==> src/rtl/evt_timer_pkg.sv <==
package evt_timer_pkg;
  localparam int CNT_W   = 16;
  localparam int BYTE_W  = 8;
  localparam int LANES   = CNT_W / BYTE_W;
  localparam int ADDR_W  = 3;
  localparam int SYNC_N  = 2;
  localparam int CTRL_ADDR = 2 * LANES;
  localparam int STAT_ADDR = 2 * LANES + 1;

  typedef struct packed {
    logic              dec;
    logic [LANES-1:0]  cntLd;
    logic [LANES-1:0]  rldLd;
    logic [BYTE_W-1:0] wdata;
  } evt_strobe_t;
endpackage

==> src/rtl/evt_sync.sv <==
module evt_sync #(
  parameter int STAGES = 2
) (
  input  logic clk,
  input  logic rstN,
  input  logic din,
  output logic dout
);
  logic [STAGES-1:0] chain;

  generate
    for (genvar s = 0; s < STAGES; s++) begin : g_stage
      if (s == 0) begin : g_first
        always_ff @(posedge clk or negedge rstN)
          if (!rstN) chain[0] <= 1'b0;
          else       chain[0] <= din;
      end else begin : g_next
        always_ff @(posedge clk or negedge rstN)
          if (!rstN) chain[s] <= 1'b0;
          else       chain[s] <= chain[s-1];
      end
    end
  endgenerate

  assign dout = chain[STAGES-1];
endmodule

==> src/rtl/evt_timer_dp.sv <==
module evt_timer_dp
  import evt_timer_pkg::*;
(
  input  logic              clk,
  input  logic              rstN,
  input  evt_strobe_t       strb,
  output logic [CNT_W-1:0]  cntVal,
  output logic [CNT_W-1:0]  rldVal,
  output logic              cntZero
);
  logic [CNT_W-1:0] cntReg, rldReg, cntNext, rldNext;

  assign cntZero = (cntReg == '0);

  always_comb begin
    cntNext = cntReg;
    if (strb.dec) cntNext = cntZero ? rldReg : cntReg - 1'b1;
    rldNext = rldReg;
    for (int l = 0; l < LANES; l++) begin
      if (strb.cntLd[l]) cntNext[l*BYTE_W +: BYTE_W] = strb.wdata;
      if (strb.rldLd[l]) rldNext[l*BYTE_W +: BYTE_W] = strb.wdata;
    end
  end

  always_ff @(posedge clk or negedge rstN) begin
    if (!rstN) begin
      cntReg <= '0;
      rldReg <= '0;
    end else begin
      cntReg <= cntNext;
      rldReg <= rldNext;
    end
  end

  assign cntVal = cntReg;
  assign rldVal = rldReg;
endmodule

==> src/rtl/evt_timer_ctrl.sv <==
module evt_timer_ctrl
  import evt_timer_pkg::*;
(
  input  logic              clk,
  input  logic              rstN,
  input  logic              cntPin,
  input  logic              evtPin,
  input  logic              busWe,
  input  logic [ADDR_W-1:0] busAddr,
  input  logic [BYTE_W-1:0] busWdata,
  output logic [BYTE_W-1:0] busRdata,
  input  logic [CNT_W-1:0]  cntVal,
  input  logic [CNT_W-1:0]  rldVal,
  input  logic              cntZero,
  output evt_strobe_t       strb,
  output logic              pendA,
  output logic              pendB,
  output logic              enA,
  output logic              enB,
  output logic              irq
);
  logic syncA, syncB, prevA, prevB;
  logic riseA, fallA, riseB, edgeA;
  logic edgeSel;
  logic ctrlWr, statWr, clrA, clrB, underflow;
  logic [LANES-1:0] cntLd, rldLd;

  evt_sync #(.STAGES(SYNC_N)) uSyncA (.clk(clk), .rstN(rstN), .din(cntPin), .dout(syncA));
  evt_sync #(.STAGES(SYNC_N)) uSyncB (.clk(clk), .rstN(rstN), .din(evtPin), .dout(syncB));

  always_ff @(posedge clk or negedge rstN) begin
    if (!rstN) begin
      prevA <= 1'b0;
      prevB <= 1'b0;
    end else begin
      prevA <= syncA;
      prevB <= syncB;
    end
  end

  assign riseA = syncA & ~prevA;
  assign fallA = ~syncA & prevA;
  assign riseB = syncB & ~prevB;
  assign edgeA = edgeSel ? fallA : riseA;

  generate
    for (genvar l = 0; l < LANES; l++) begin : g_lane
      assign cntLd[l] = busWe && (busAddr == ADDR_W'(l));
      assign rldLd[l] = busWe && (busAddr == ADDR_W'(LANES + l));
    end
  endgenerate

  assign ctrlWr = busWe && (busAddr == ADDR_W'(CTRL_ADDR));
  assign statWr = busWe && (busAddr == ADDR_W'(STAT_ADDR));
  assign clrA   = statWr & busWdata[0];
  assign clrB   = statWr & busWdata[1];

  assign strb.dec   = edgeA & ~(|cntLd);
  assign strb.cntLd = cntLd;
  assign strb.rldLd = rldLd;
  assign strb.wdata = busWdata;
  assign underflow  = strb.dec & cntZero;

  always_ff @(posedge clk or negedge rstN) begin
    if (!rstN) begin
      edgeSel <= 1'b0;
      enA     <= 1'b0;
      enB     <= 1'b0;
      pendA   <= 1'b0;
      pendB   <= 1'b0;
    end else begin
      if (ctrlWr) {enB, enA, edgeSel} <= busWdata[2:0];
      pendA <= underflow | (pendA & ~clrA);
      pendB <= riseB     | (pendB & ~clrB);
    end
  end

  assign irq = (pendA & enA) | (pendB & enB);

  always_comb begin
    busRdata = '0;
    for (int l = 0; l < LANES; l++) begin
      if (busAddr == ADDR_W'(l))         busRdata = cntVal[l*BYTE_W +: BYTE_W];
      if (busAddr == ADDR_W'(LANES + l)) busRdata = rldVal[l*BYTE_W +: BYTE_W];
    end
    if (busAddr == ADDR_W'(CTRL_ADDR)) busRdata[2:0] = {enB, enA, edgeSel};
    if (busAddr == ADDR_W'(STAT_ADDR)) busRdata[1:0] = {pendB, pendA};
  end
endmodule

==> src/rtl/evt_counter_timer.sv <==
module evt_counter_timer
  import evt_timer_pkg::*;
(
  input  logic              clk,
  input  logic              rstN,
  input  logic              cntPin,
  input  logic              evtPin,
  input  logic              busWe,
  input  logic [ADDR_W-1:0] busAddr,
  input  logic [BYTE_W-1:0] busWdata,
  output logic [BYTE_W-1:0] busRdata,
  output logic              irq
);
  evt_strobe_t      strb;
  logic [CNT_W-1:0] cntVal, rldVal;
  logic             cntZero, pendA, pendB, enA, enB;

  evt_timer_ctrl uCtrl (
    .clk(clk), .rstN(rstN), .cntPin(cntPin), .evtPin(evtPin),
    .busWe(busWe), .busAddr(busAddr), .busWdata(busWdata), .busRdata(busRdata),
    .cntVal(cntVal), .rldVal(rldVal), .cntZero(cntZero), .strb(strb),
    .pendA(pendA), .pendB(pendB), .enA(enA), .enB(enB), .irq(irq)
  );

  evt_timer_dp uDp (
    .clk(clk), .rstN(rstN), .strb(strb),
    .cntVal(cntVal), .rldVal(rldVal), .cntZero(cntZero)
  );
endmodule

==> config.mk <==
export PLATFORM = sky130hd
export DESIGN_NAME = evt_counter_timer
export DESIGN_NICKNAME = d
export VERILOG_FILES = /design/src/rtl/evt_timer_pkg.sv /design/src/rtl/evt_sync.sv /design/src/rtl/evt_timer_dp.sv /design/src/rtl/evt_timer_ctrl.sv /design/src/rtl/evt_counter_timer.sv
export SDC_FILE = /design/constraint.sdc
export NUM_CORES = 1
export LEC_CHECK = 0
export BUFFER_PORTS_ARGS = -buffer_cell sky130_fd_sc_hd__buf_2
export CORE_MARGIN = 2
export CORE_UTILIZATION = 53
export CTS_CLUSTER_SIZE = 25
export DETAILED_ROUTE_END_ITERATION = 8
export GPL_TIMING_DRIVEN = 0
export PLACE_DENSITY_LB_ADDON = 0.08
export SLEW_MARGIN = 20
export SYNTH_ARGS = -nofsm -noshare
export SYNTH_HDL_FRONTEND = slang
export SYNTH_SLANG_ARGS = --single-unit
==> constraint.sdc <==
create_clock -name clk -period 1.9 [get_ports clk]
set_input_delay 0.095 -clock clk [delete_from_list [all_inputs] [get_ports clk]]
set_output_delay 0.095 -clock clk [all_outputs]
set_load 0.01 [all_outputs]
==> impl_results.md <==
* Reg-to-reg critical path startpoint: uDp.cntVal[4]
* Hold depth at 3
* Relative slew slack at 0.3980
* CTS clk-pin slew, worst paths at 0.09 ns
* # DRC at 0
* Top cells by area, synth: dfrtp_1 41%, mux2_2 8.2%, mux4_2 5.2%
* Die width at 74.03 um
* Chip height at 74.03 um
* P_leak at 1.357 nW
* Avg Inst Size Synth at 10.15 um2
* Final worst slack at -0.1171 ns
* Max-slew violations at 0
* Vias in the first global route at 2244
* CTS tree: yes
* Core box area at 0.004723 mm2
* Crit-path max FO at 7
* Largest net degree at the start of global routing at 44
* H-tree depth at 2
* # IOs at 25
* Overall Power at 4.022 mW
* Final Cycle Share at 1.062
* Violated checks: setup timing
* Filler cells at 369
* Final Routed Wirelength at 7368 um
* Finished Layout Cells at 370
* Vias after detailed routing at 2254
* Average wire per standard cell at 19.91 um
* GRT overflow at 0
* Drt initial violations at 257
* Full die area at 0.005480 mm2
* Mux contribution to synthesized area at 0.1651
* Iteration count of the initial detailed-routing pass at 5
* Hold Crit Endpoint: uDp.cntVal[3]
* Post-Syn Nets at 274
* Cell area after layout at 0.003197 mm2
* CTS Buffer Depth at 2
* Root buffer cell: clkbuf_8
* IO Port Bufs at 20
* Maxcap violations at 0
* Clk sinks at 43
* Post-synth EDFFs at 0
* Post-layout min period at 2.017 ns
* Synth top cells by count: 43 x dfrtp_1, 24 x o21ai_0, 22 x nand2_1, 20 x nor2_1, 19 x mux2_2
* Post-synth ARST share at 1.000
* Crit path arrival time at 2.20 ns
* Slew of the pin with the lowest slew margin at 0.8993 ns
* Vias per cell at 6.092
* Reg-to-reg slack, setup at -0.12 ns
* Num rows at 25
* R2R depth at 5
* Worst Clk Skew at 0.007759 ns
* Hold WS at 0.06068 ns
* Critical path class: flip-flop to flip-flop
* Initial antenna violation count at 0
* ANT cells at 0
* DP Area at 0.002796 mm2
* Final setup vio count at 10
* RR Endpoint: uDp.cntVal[14]
* TritonCTS Buffers at 5
* Top-count cell post-synth: dfrtp_1
* Worst path required time at 2.09 ns
* Final Util at 0.6768
* Peak VDD IR at 0.7086 mV
* Post-synthesis xor/xnor area fraction at 0.03033
* Power per cell area at 1258 mW/mm2
* Critical path's slowest cell: dfrtp_1
* Synth unique cells at 53
* # nets final at 320
* Fmax at 495.8 MHz
* Initial Utilization at 0.5502
* Hold_sp: busWdata[3]
* Main synth FF type: dfrtp_1
* Status: complete, but fails checks
* Unrepaired setup endpoints after global routing: yes
* Mapped Cells at 256
* Final Hold Viols at 0
* Routability Congestion at 0.9097
* Post-Synth Adder-Cell Area at 0.009629
* Flops & latches, synth at 43
* First-pass GRT wire length at 11720 um
* Worst-path cell chain: or3_1 -> nor4_4 -> nand2_1 -> a32o_1 -> a221o_1
* Area delta synth->final at 23.01%
* Cell Area, Synth at 0.002599 mm2
* Share of post-route cells with drive strength above 1 at 0.3531
* Post-Synth Simple-Gate Area at 0.2027
* Antenna viol nets, final at 0
* HPWL after DPL at 4625 um
* DP Cell Count at 343
* Total global-route track usage at 0.2918
* Worst-Skew Late Latency at 0.29 ns
* Largest stage delay, worst path at 0.49 ns
* Synth warn at 0
* Largest family of logic cells by synthesized area: simple AND/OR/NAND/NOR gates
* Crit. End Element: flip-flop
* Top cell type's share of synthesized area at 0.4141
* Compound-Gate Fraction of Synth Area at 0.1420
* Startpoint types: flip-flop
* Min-Delay Path Class: primary input to flip-flop
* Sequential fraction of the synthesis area at 0.4141
* Post-synth top area cell: dfrtp_1
[worst max path at each step]
stage / slack, ns / to / depth (start not counted) / startpoint
after floorplan: -0.02 / uDp.cntVal[14] / 7 / uDp.cntVal[0]
after global placement: -0.26 / uDp.cntVal[10] / 9 / uDp.cntVal[0]
after detailed placement: -0.30 / uDp.cntVal[2] / 9 / uDp.cntVal[0]
after CTS: -0.1 / uDp.cntVal[14] / 7 / uDp.cntVal[1]
after global routing: -0.14 / uDp.cntVal[14] / 5 / uDp.cntVal[4]
final: -0.12 / uDp.cntVal[14] / 5 / uDp.cntVal[4]
[state kept, by name, indices dropped and copies added (netlist names)]
| signal | flops |
|---|---|
| uCtrl.enB | 1 |
| uDp.cntVal | 16 |
| uCtrl.prevB | 1 |
| uCtrl.uSyncB.dout | 1 |
| uCtrl.uSyncA.chain | 1 |
| uCtrl.uSyncA.dout | 1 |
| uCtrl.uSyncB.chain | 1 |
| uCtrl.enA | 1 |
| uCtrl.pendB | 1 |
| uCtrl.prevA | 1 |
| uCtrl.pendA | 1 |
| uCtrl.edgeSel | 1 |
| uDp.rldVal | 16 |
[worst max-delay path: cells and delay by family (launching register included)]
kind / cells / cell delay (ns)
flops: 1 / 0.49
compound gates: 2 / 0.51
simple gates: 3 / 0.91
[layout make-up]
| cell class | count | area, um2 | area share |
|---|---|---|---|
| flip-flops and latches | 43 | 1079 | 0.3374 |
| clock inverters | 2 | 35.03 | 0.01096 |
| well taps | 67 | 83.83 | 0.02622 |
| repair buffers | 39 | 262.8 | 0.08219 |
| plain buffers | 14 | 88.84 | 0.02779 |
| clock buffers | 6 | 82.58 | 0.02583 |
| inverters | 5 | 23.77 | 0.007436 |
| multi-input cells | 194 | 1541 | 0.4822 |
[through the flow]
step / setup slack (ns) / TNS (ns)
after floorplan: -0.01904 / -0.01904
after global placement: -0.2631 / -3.666
after detailed placement: -0.2987 / -4.120
after CTS: -0.09828 / -0.1549
after global routing: -0.1448 / -1.405
final: -0.1171 / -0.4296
[kinds of logic after synthesis]
group | count (synthesis)
simple gates | 89
compound gates | 61
flops | 43
mux | 33
buf+inv | 19
xor+xnor | 9
fa+ha+maj | 2
[cells in the final DEF (no fill, tap or decap), types with 4 or more instances in the layout]
master    count
buf_4        15
mux2_2       19
o21ai_0      17
o22ai_1       6
clkbuf_8      6
xnor2_1       7
or3_1         6
nand2_1      20
a21oi_1      12
mux2i_1       8
buf_2        25
nor2_1       19
nor2b_1       8
clkbuf_1      4
o21ai_2       4
mux4_2        6
dfrtp_1      41
o21ai_1       4
[power by group]
group | total (mW) | internal [mW] | switching (mW)
Sequential | 1.55 | 1.18 | 0.373
Clock | 0.752 | 0.426 | 0.327
Combinational | 1.72 | 0.847 | 0.872
[per-layer routing]
metal,part of all wire,vias up,wire [um],track usage
li1,-,1034,-,-
met5,0,-,0,0
met3,0.056,16,415,0.04336
met1,0.45,1107,3313,0.4211
met4,0.016,0,116,0.1030
met2,0.48,97,3523,0.4514
[timing repair]
| action | 4_1_cts | 5_1_grt |
|---|---|---|
| hold buffers | 3 | 0 |
| endpoints found under the hold margin | 45 | 0 |
| resized for setup | 27 | 11 |
| setup buffers | 14 | 1 |
| pin swaps | 6 | 4 |
| endpoints found under the setup margin | 17 | 16 |
No activity file was read; power rests on OpenSTA's default activity.
